### config.mk
export PLATFORM = sky130hd
export DESIGN_NAME = cart_bank_xlate
export DESIGN_NICKNAME = d
export VERILOG_FILES = /design/src/rtl/cart_xlate_pkg.sv /design/src/rtl/cart_prg_map.sv /design/src/rtl/cart_chr_map.sv /design/src/rtl/cart_ram_map.sv /design/src/rtl/cart_bank_xlate.sv
export SDC_FILE = /design/constraint.sdc
export NUM_CORES = 1
export LEC_CHECK = 0
export ABC_AREA = 1
export BUFFER_PORTS_ARGS = -buffer_cell sky130_fd_sc_hd__buf_2
export CORE_MARGIN = 4
export CORE_UTILIZATION = 44
export CTS_CLUSTER_DIAMETER = 150
export DETAILED_ROUTE_END_ITERATION = 10
export MAX_ROUTING_LAYER = met4
export PLACE_DENSITY = 0.8
export SETUP_SLACK_MARGIN = 0.02
export SLEW_MARGIN = 20
export SYNTH_ARGS = -nofsm -noshare
export SYNTH_HDL_FRONTEND = slang
export SYNTH_HIERARCHICAL = 1
export SYNTH_SLANG_ARGS = --single-unit
### constraint.sdc
create_clock -name clk -period 0.9 [get_ports clk]
set_input_delay 0.09 -clock clk [delete_from_list [all_inputs] [get_ports clk]]
set_output_delay 0.09 -clock clk [all_outputs]
set_load 0.05 [all_outputs]
### src/rtl/cart_xlate_pkg.sv
package cart_xlate_pkg;
  localparam int CPU_AW  = 16;
  localparam int PPU_AW  = 13;
  localparam int REG_W   = 5;
  localparam int WIN16_W = 14;
  localparam int WIN4_W  = 12;
  localparam int RAM_AW  = 13;

  typedef enum logic [1:0] {
    MIR_ONE_LO = 2'd0,
    MIR_ONE_HI = 2'd1,
    MIR_VERT   = 2'd2,
    MIR_HORZ   = 2'd3
  } mirror_e;

  typedef enum logic [1:0] {
    PM_WIDE_A  = 2'd0,
    PM_WIDE_B  = 2'd1,
    PM_FIRST_FIX = 2'd2,
    PM_LAST_FIX  = 2'd3
  } prg_mode_e;
endpackage

### src/rtl/cart_prg_map.sv
module cart_prg_map
  import cart_xlate_pkg::*;
#(
  parameter int BANK_W = 5
) (
  input  logic [REG_W-1:0] ctrl_reg,
  input  logic [REG_W-1:0] chr_lo_reg,
  input  logic [REG_W-1:0] chr_hi_reg,
  input  logic [REG_W-1:0] prg_reg,
  input  logic             last_hi,
  input  logic             big_prg,
  input  logic             fixed32,
  input  logic [BANK_W:0]  bank_cnt,
  input  logic             a14,
  output logic [BANK_W-1:0] bank16
);
  localparam int SEL_W = BANK_W - 1;

  prg_mode_e          mode;
  logic               outer_bit;
  logic [BANK_W-1:0]  outer_v;
  logic [BANK_W:0]    last_full;
  logic [BANK_W-1:0]  last_bank;
  logic [BANK_W-1:0]  sel_bank;
  logic [BANK_W-1:0]  raw;

  always_comb begin
    mode      = prg_mode_e'(ctrl_reg[3:2]);
    outer_bit = big_prg & ((ctrl_reg[4] & last_hi) ? chr_hi_reg[4] : chr_lo_reg[4]);
    outer_v   = {outer_bit, {SEL_W{1'b0}}};
    last_full = bank_cnt - 1'b1;
    last_bank = last_full[BANK_W-1:0];
    sel_bank  = {1'b0, prg_reg[SEL_W-1:0]};
    if (fixed32) begin
      raw = {{(BANK_W-1){1'b0}}, a14};
    end else begin
      unique case (mode)
        PM_WIDE_A, PM_WIDE_B: raw = outer_v | {1'b0, prg_reg[SEL_W-1:1], a14};
        PM_FIRST_FIX:         raw = a14 ? (outer_v | sel_bank) : outer_v;
        PM_LAST_FIX:          raw = a14 ? (outer_v | last_bank) : (outer_v | sel_bank);
        default:              raw = '0;
      endcase
    end
    bank16 = raw & last_bank;
  end
endmodule

### src/rtl/cart_chr_map.sv
module cart_chr_map
  import cart_xlate_pkg::*;
#(
  parameter int CHR_BANK_W = 5
) (
  input  logic                          split4k,
  input  logic [REG_W-1:0]              chr_lo_reg,
  input  logic [REG_W-1:0]              chr_hi_reg,
  input  logic [PPU_AW-1:0]             ppu_addr,
  output logic [CHR_BANK_W+WIN4_W-1:0]  chr_off
);
  logic [CHR_BANK_W-1:0] bank4;

  always_comb begin
    if (split4k)
      bank4 = ppu_addr[WIN4_W] ? chr_hi_reg[CHR_BANK_W-1:0] : chr_lo_reg[CHR_BANK_W-1:0];
    else
      bank4 = {chr_lo_reg[CHR_BANK_W-1:1], ppu_addr[WIN4_W]};
    chr_off = {bank4, ppu_addr[WIN4_W-1:0]};
  end
endmodule

### src/rtl/cart_ram_map.sv
module cart_ram_map
  import cart_xlate_pkg::*;
(
  input  logic              rev_a,
  input  logic              ram_off_bit,
  input  logic [CPU_AW-1:0] cpu_addr,
  output logic              ram_sel,
  output logic [RAM_AW-1:0] ram_off
);
  logic in_window;

  always_comb begin
    in_window = (cpu_addr[CPU_AW-1:RAM_AW] == 3'b011);
    ram_sel   = in_window & (rev_a | ~ram_off_bit);
    ram_off   = cpu_addr[RAM_AW-1:0];
  end
endmodule

### src/rtl/cart_bank_xlate.sv
module cart_bank_xlate
  import cart_xlate_pkg::*;
#(
  parameter int PRG_BANK_W = 5,
  parameter int CHR_BANK_W = 5,
  localparam int ROM_OFF_W = PRG_BANK_W + WIN16_W,
  localparam int CHR_OFF_W = CHR_BANK_W + WIN4_W
) (
  input  logic                   clk,
  input  logic                   rst,
  input  logic [REG_W-1:0]       ctrl_reg,
  input  logic [REG_W-1:0]       chr_lo_reg,
  input  logic [REG_W-1:0]       chr_hi_reg,
  input  logic [REG_W-1:0]       prg_reg,
  input  logic                   last_hi,
  input  logic                   rev_a,
  input  logic                   big_prg,
  input  logic                   fixed32,
  input  logic [PRG_BANK_W:0]    prg_banks,
  input  logic [CPU_AW-1:0]      cpu_addr,
  input  logic [PPU_AW-1:0]      ppu_addr,
  output logic                   rom_sel,
  output logic [ROM_OFF_W-1:0]   rom_off,
  output logic                   ram_sel,
  output logic [RAM_AW-1:0]      ram_off,
  output logic [CHR_OFF_W-1:0]   chr_off,
  output logic [1:0]             mirror
);
  logic [PRG_BANK_W-1:0] bank16_c;
  logic [CHR_OFF_W-1:0]  chr_off_c;
  logic                  ram_sel_c;
  logic [RAM_AW-1:0]     ram_off_c;
  mirror_e               mirror_c;
  logic                  primed;

  cart_prg_map #(.BANK_W(PRG_BANK_W)) u_prg (
    .ctrl_reg(ctrl_reg), .chr_lo_reg(chr_lo_reg), .chr_hi_reg(chr_hi_reg),
    .prg_reg(prg_reg), .last_hi(last_hi), .big_prg(big_prg), .fixed32(fixed32),
    .bank_cnt(prg_banks), .a14(cpu_addr[WIN16_W]), .bank16(bank16_c)
  );

  cart_chr_map #(.CHR_BANK_W(CHR_BANK_W)) u_chr (
    .split4k(ctrl_reg[4]), .chr_lo_reg(chr_lo_reg), .chr_hi_reg(chr_hi_reg),
    .ppu_addr(ppu_addr), .chr_off(chr_off_c)
  );

  cart_ram_map u_ram (
    .rev_a(rev_a), .ram_off_bit(prg_reg[4]), .cpu_addr(cpu_addr),
    .ram_sel(ram_sel_c), .ram_off(ram_off_c)
  );

  assign mirror_c = mirror_e'(ctrl_reg[1:0]);

  always_ff @(posedge clk) begin
    if (rst) begin
      rom_sel <= 1'b0;
      rom_off <= '0;
      ram_sel <= 1'b0;
      ram_off <= '0;
      chr_off <= '0;
      mirror  <= MIR_ONE_LO;
      primed  <= 1'b0;
    end else begin
      rom_sel <= cpu_addr[CPU_AW-1];
      rom_off <= {bank16_c, cpu_addr[WIN16_W-1:0]};
      ram_sel <= ram_sel_c;
      ram_off <= ram_off_c;
      chr_off <= chr_off_c;
      mirror  <= mirror_c;
      primed  <= 1'b1;
    end
  end


  sel_excl_chk: assert property (@(posedge clk) disable iff (rst)
    !(rom_sel && ram_sel));


  rom_sel_chk: assert property (@(posedge clk) disable iff (rst)
    primed |-> (rom_sel == $past(cpu_addr[CPU_AW-1])));


  mirror_chk: assert property (@(posedge clk) disable iff (rst)
    primed |-> (mirror == $past(ctrl_reg[1:0])));


  ram_gate_chk: assert property (@(posedge clk) disable iff (rst)
    (primed && ram_sel) |-> ($past(rev_a) || !$past(prg_reg[4])));


  rom_bound_chk: assert property (@(posedge clk) disable iff (rst)
    primed |-> ({1'b0, rom_off[ROM_OFF_W-1:WIN16_W]} < $past(prg_banks)));


  fixed_chk: assert property (@(posedge clk) disable iff (rst)
    (primed && $past(fixed32)) |-> (rom_off[ROM_OFF_W-1:WIN16_W+1] == '0));


  chr_low_chk: assert property (@(posedge clk) disable iff (rst)
    primed |-> (chr_off[WIN4_W-1:0] == $past(ppu_addr[WIN4_W-1:0])));


  reset_chk: assert property (@(posedge clk)
    $past(rst) |-> (!rom_sel && !ram_sel && mirror == MIR_ONE_LO));
endmodule

==> results of run 1 <==
==> kinds of logic after synthesis <==
group / count (synthesis)
flip-flops: 53
AO/OA/AOI/OAI: 6
buffers and inverters: 100
adder cells (fa/ha/maj): 1
XOR/XNOR: 1
AND/OR/NAND/NOR: 103
==> what timing repair did <==
item                                   4_1_cts  5_1_grt
endpoints found under the hold margin       32        1
setup endpoints to repair                   53       54
hold buffers                                26        1
resized for setup                          164       47
==> power by group through the flow <==
stage | clock, W | sequential, W | combinational (W)
6_report | 0.00158 | 0.00258 | 0.00134
5_1_grt | 0.00172 | 0.00259 | 0.00142
4_1_cts | 0.00160 | 0.00255 | 0.00124
3_5_place_dp | 0 | 0.00255 | 0.000981
3_3_place_gp | 0 | 0.00255 | 0.000964
2_1_floorplan | 0 | 0.00299 | 0.000313
==> final cells by class <==
type                    count  area share (%)
well taps                  52            1.90
multi-input cells         111            13.7
clock inverters             2            1.13
inverters                  69            7.57
flip-flops and latches     53            32.9
clock buffers               6            2.12
repair buffers            142            40.6
==> registers in the layout (all words and copies together), names as in the netlist <==
signal	flops
mirror	2
rom_sel	1
rom_off	19
ram_sel	1
chr_off	17
ram_off	13
==> Yosys cell counts, types with 2 or more instances <==
cell,number,area share (%)
nor2_1,62,11
nand3_1,10,2.4
buf_4,25,9.2
inv_2,2,0.37
o21ai_1,2,0.49
a21oi_1,2,0.49
buf_6,6,3.3
dfxtp_1,53,52
nand2_1,27,5.0
a21oi_2,2,0.86
nor2_2,2,0.61
inv_1,66,12
==> through the flow <==
step | hold WS (ps) | cell area, µm² | TNS, ps | utilization [%]
6_report | 29.2 | 3420 | -7.21 | 77.5
5_1_grt | 30.5 | 3420 | -463 | 77.5
4_1_cts | 0.114 | 3250 | 0 | 73.7
3_5_place_dp | 299 | 2450 | -140 | 55.5
3_3_place_gp | 289 | 2450 | -16.5 | 55.5
2_1_floorplan | 197 | 2040 | 0 | -
==> worst paths after layout <==
kind / start / to / slack [ps] / depth (start not counted)
worst max-delay path: mirror[1] / mirror[1] / -7 / 1
worst min-delay path: cpu_addr[3] / ram_off[3] / 30 / 3
==> metal layers <==
layer  wire [µm]  vias up  global-route usage, %
li1            -      953                      -
met1        2040      817                   16.5
met2        3190       72                   31.5
met3         348       14                   4.61
met4         169        0                   5.42
met5           0        -                      -
==> impl_metrics.env, run 1 <==
export IMPL_status="finished with violations"
export IMPL_violations="setup timing"
export IMPL_ys_warn_count=6
export IMPL_drtPass1Iterations=4
export IMPL_crit_type="flop to output pin"
export IMPL_ir_worst_vdd_mv=0.851
export IMPL_numCtsBuffers=5
export IMPL_antenna_found_initial=0
export IMPL_max_freq_mhz=1100
export IMPL_clkTransAtPathRegs_ps=90
export IMPL_rsz0062_at_grt="true"
export IMPL_synthCells=264
export IMPL_cp_max_fo=1
export IMPL_fin_cells=435
export IMPL_die_h_um=76.1
export IMPL_max_stage_delay_ps=370
export IMPL_grt_max_degree=54
export IMPL_drt_iter0_markers=68
export IMPL_fin_crit_sh_pct=101
export IMPL_place_ws_ps=-79.4
export IMPL_synthMuxAreaShare_pct=0
export IMPL_cts_setup_buffers=0
export IMPL_grt_pass1_wl_um=7720
export IMPL_wl_per_cell_um=13.2
export IMPL_hold_viol_final=0
export IMPL_synth_fa_ha_area_share_pct=0.612
export IMPL_synthDistinctLibCells=17
export IMPL_grt_total_usage_pct=16.8
export IMPL_die_w_um=76.1
export IMPL_nFillCells=286
export IMPL_final_common_cell="inv_1"
export IMPL_p_sw_w=0.00158
export IMPL_setup_ws_ps=-7.21
export IMPL_synth_compound_area_share_pct=1.84
export IMPL_areaGrowthSynthToFinish_pct=67.5
export IMPL_io_pins=114
export IMPL_grt_pass1_vias=1691
export IMPL_vias_per_cell=4.27
export IMPL_drcViolationCount=0
export IMPL_layout_drive_gt1_share_pct=47.8
export IMPL_core_area_um2=4410
export IMPL_clock_sinks=53
export IMPL_total_power_w=0.00550
export IMPL_dominantRegCellSynth="dfxtp_1"
export IMPL_synthXorXnorAreaFrac_pct=0.429
export IMPL_h_tree_depth=2
export IMPL_overflow=0
export IMPL_power_frac_clock_pct=28.8
export IMPL_final_cell_mix="inv_1 (66), nor2_1 (61), buf_2 (59), dfxtp_2 (53), buf_8 (51)"
export IMPL_die_area_um2=5800
export IMPL_worstPathArrival_ps=820
export IMPL_power_share_combinational_pct=24.3
export IMPL_tightest_slew_ps=214
export IMPL_synthSimpleGateAreaFrac_pct=20.0
export IMPL_hpwl_um=3250
export IMPL_p_leak_nw=1.84
export IMPL_path_cells="buf_8"
export IMPL_postRouteAntennaNets=0
export IMPL_critPathTopFamily="flip-flops"
export IMPL_multi_input_area_um2=470
export IMPL_syn_num_nets=326
export IMPL_start_util_pct=46.3
export IMPL_crit_path_start_kind="flop"
export IMPL_synth_top_family_by_area="buffers and inverters"
export IMPL_max_cap_violations=0
export IMPL_ff_latch_area_um2=1130
export IMPL_syn_avg_cell_area_um2=7.74
export IMPL_num_vias=1856
export IMPL_p_per_area_nw_per_um2=1610
export IMPL_cts_tree="built"
export IMPL_synth_edf_count=0
export IMPL_switching_share_pct=28.8
export IMPL_worstPathRequired_ps=810
export IMPL_slew_viol_final=0
export IMPL_syn_area_um2=2040
export IMPL_hp_class="input pin to flop"
export IMPL_worst_path_buf_inv=1
export IMPL_root_buffer="clkbuf_8"
export IMPL_relSlewSlack_pct=85.7
export IMPL_yosys_register_bits=53
export IMPL_power_frac_seq_pct=46.9
export IMPL_crit_path_end_kind="output pin"
export IMPL_post_place_cells=400
export IMPL_numPortBuffers=112
export IMPL_num_rows=24
export IMPL_slowest_stage="dfxtp_2"
export IMPL_setup_violations_final=1
export IMPL_yosysSeqAreaShare_pct=51.9
export IMPL_p_int_w=0.00392
export IMPL_gp_congestion=0.747
export IMPL_layout_nets=444
export IMPL_async_flop_share_pct=0
export IMPL_routed_wl_um=5740
export IMPL_diodes=0
export IMPL_clockBufferDepth=2
export IMPL_fin_crit_ps=907
(Power assumes the default switching activity.)
==> run 2, diff against run 1 <==
--- a/config.mk
+++ b/config.mk
@@ -7,12 +7,14 @@
 export LEC_CHECK = 0
 export ABC_AREA = 1
 export BUFFER_PORTS_ARGS = -buffer_cell sky130_fd_sc_hd__buf_2
+export CELL_PAD_IN_SITES_DETAIL_PLACEMENT = 1
+export CELL_PAD_IN_SITES_GLOBAL_PLACEMENT = 2
 export CORE_MARGIN = 4
-export CORE_UTILIZATION = 44
+export CORE_UTILIZATION = 23
 export CTS_CLUSTER_DIAMETER = 150
 export DETAILED_ROUTE_END_ITERATION = 10
 export MAX_ROUTING_LAYER = met4
-export PLACE_DENSITY = 0.8
+export PLACE_DENSITY_LB_ADDON = 0.1
 export SETUP_SLACK_MARGIN = 0.02
 export SLEW_MARGIN = 20
 export SYNTH_ARGS = -nofsm -noshare
==> run 2 against run 1 <==
  * The run now ends clean
  * Highest routed layer unchanged
  * Largest power group unchanged
  * Combinational power hardly changed
  * Final cell count is 14% higher
  * Flip-flop and latch count stayed put
  * Sequential power hardly changed
  * Clock power is 11% lower
==> impl_metrics.env, run 2 (synthesis results as in run 1) <==
export IMPL_hpwl_um=3960
export IMPL_max_freq_mhz=1120
export IMPL_tightest_slew_ps=176
export IMPL_grt_total_usage_pct=11.7
export IMPL_hold_end="chr_off[14]"
export IMPL_worstPathRequired_ps=810
export IMPL_status="finished, final reports clean"
export IMPL_numPortBuffers=112
export IMPL_diodes=0
export IMPL_hold_viol_final=0
export IMPL_grt_pass1_vias=1925
export IMPL_grt_pass1_wl_um=9140
export IMPL_relSlewSlack_pct=88.3
export IMPL_cts_tree="built"
export IMPL_postRouteAntennaNets=0
export IMPL_grt_busiest_layer="met2"
export IMPL_crit_path_start_kind="flop"
export IMPL_h_tree_depth=2
export IMPL_p_int_w=0.00372
export IMPL_final_cell_mix="inv_1 (66), nor2_1 (62), buf_2 (59), dfxtp_2 (53), buf_8 (52)"
export IMPL_p_sw_w=0.00160
export IMPL_numCtsBuffers=5
export IMPL_layout_drive_gt1_share_pct=47.7
export IMPL_io_pins=114
export IMPL_wl_per_cell_um=11.5
export IMPL_grt_use_met3_pct=3.14
export IMPL_crit_type="flop to output pin"
export IMPL_power_share_combinational_pct=25.2
export IMPL_antenna_found_initial=0
export IMPL_largest_reg_flops=19
export IMPL_routed_wl_um=5680
export IMPL_clockBufferDepth=2
export IMPL_p_leak_nw=1.85
export IMPL_num_vias=1847
export IMPL_power_frac_seq_pct=48.3
export IMPL_worstPathArrival_ps=800
export IMPL_layout_nets=447
export IMPL_final_common_cell="inv_1"
export IMPL_use_met1_pct=12.0
export IMPL_total_power_w=0.00532
export IMPL_worst_path_buf_inv=1
export IMPL_grt_max_degree=31
export IMPL_slowest_stage="dfxtp_2"
export IMPL_fin_crit_ps=892
export IMPL_root_buffer="clkbuf_8"
export IMPL_crit_path_end_kind="output pin"
export IMPL_drt_iter0_markers=25
export IMPL_rsz0062_at_grt="true"
export IMPL_gp_congestion=0.680
export IMPL_met2_usage_pct=21.4
export IMPL_path_cells="buf_8"
export IMPL_path_depth=1
export IMPL_core_area_um2=8680
export IMPL_switching_share_pct=30.1
export IMPL_cp_max_fo=1
export IMPL_die_h_um=102
export IMPL_placed_area_um2=2540
export IMPL_start_util_pct=23.5
export IMPL_p_per_area_nw_per_um2=1510
export IMPL_drtPass1Iterations=3
export IMPL_design_area_um2=3520
export IMPL_areaGrowthSynthToFinish_pct=72.2
export IMPL_num_rows=34
export IMPL_critPathTopFamily="flip-flops"
export IMPL_min_from="chr_lo_reg[2]"
export IMPL_max_cap_violations=0
export IMPL_cts_setup_buffers=0
export IMPL_clock_sinks=53
export IMPL_die_area_um2=10500
export IMPL_drcViolationCount=0
export IMPL_reg_top3="rom_off: 19 flops, chr_off: 17 flops, ram_off: 13 flops"
export IMPL_slew_viol_final=0
export IMPL_clkTransAtPathRegs_ps=100
export IMPL_overflow=0
export IMPL_regMostFlops="rom_off"
export IMPL_min_path_cells=5
export IMPL_die_w_um=102
export IMPL_max_stage_delay_ps=350
export IMPL_power_frac_clock_pct=26.5
export IMPL_setup_violations_final=0
export IMPL_fin_crit_sh_pct=99.1
export IMPL_ir_worst_vdd_mv=0.683
export IMPL_hp_class="input pin to flop"
export IMPL_vias_per_cell=3.74
-- run 2: per-stage QoR --
step / utilization [%] / setup TNS (ps) / hold slack (ps) / std cells / worst slack, ps
global placement: 29.3 / -111 / 290 / 457 / -63.2
floorplan: - / 0 / 197 / 264 / 100
global route: 40.5 / -667 / 89.5 / 494 / -50.9
detailed placement: 29.3 / -204 / 299 / 457 / -92.3
CTS: 40.5 / -23.3 / 63.8 / 494 / -9.40
finish: 40.5 / 0 / 79.1 / 494 / 7.67
-- run 2: timing repair --
item                                   4_1_cts  5_1_grt
endpoints found under the hold margin       41        0
hold buffers                                29        0
gates resized for setup                    209        2
setup endpoints to repair                   53       53
-- run 2: cell type report --
cell class	instances	area, µm²
clock buffer	6	82.6
clock inverter	2	13.8
fill	1033	5160
inverter	69	259
multi-input combinational	111	468
sequential	53	1130
tap	108	135
timing repair buffer	145	1430
-- run 2: worst max path at each step --
stage	from	slack, ps	endpoint
after floorplan	prg_banks[1]	100	rom_off[16]
after global placement	prg_banks[1]	-60	rom_off[16]
after detailed placement	prg_banks[1]	-90	rom_off[16]
after CTS	rom_off[15]	-9	rom_off[15]
after global routing	rom_off[10]	-50	rom_off[10]
final	rom_off[10]	8	rom_off[10]
-- run 2: power groups by stage --
stage,Combinational [W],Sequential (W),Clock [W]
2_1_floorplan,0.000313,0.00299,0
3_3_place_gp,0.00101,0.00255,0
3_5_place_dp,0.00102,0.00255,0
4_1_cts,0.00135,0.00257,0.00153
5_1_grt,0.00145,0.00259,0.00159
6_report,0.00134,0.00257,0.00141
-- run 2: layer usage --
metal	wire (µm)	vias to the layer above
li1	-	954
met2	3040	65
met4	82	0
met1	2100	822
met5	0	-
met3	453	6
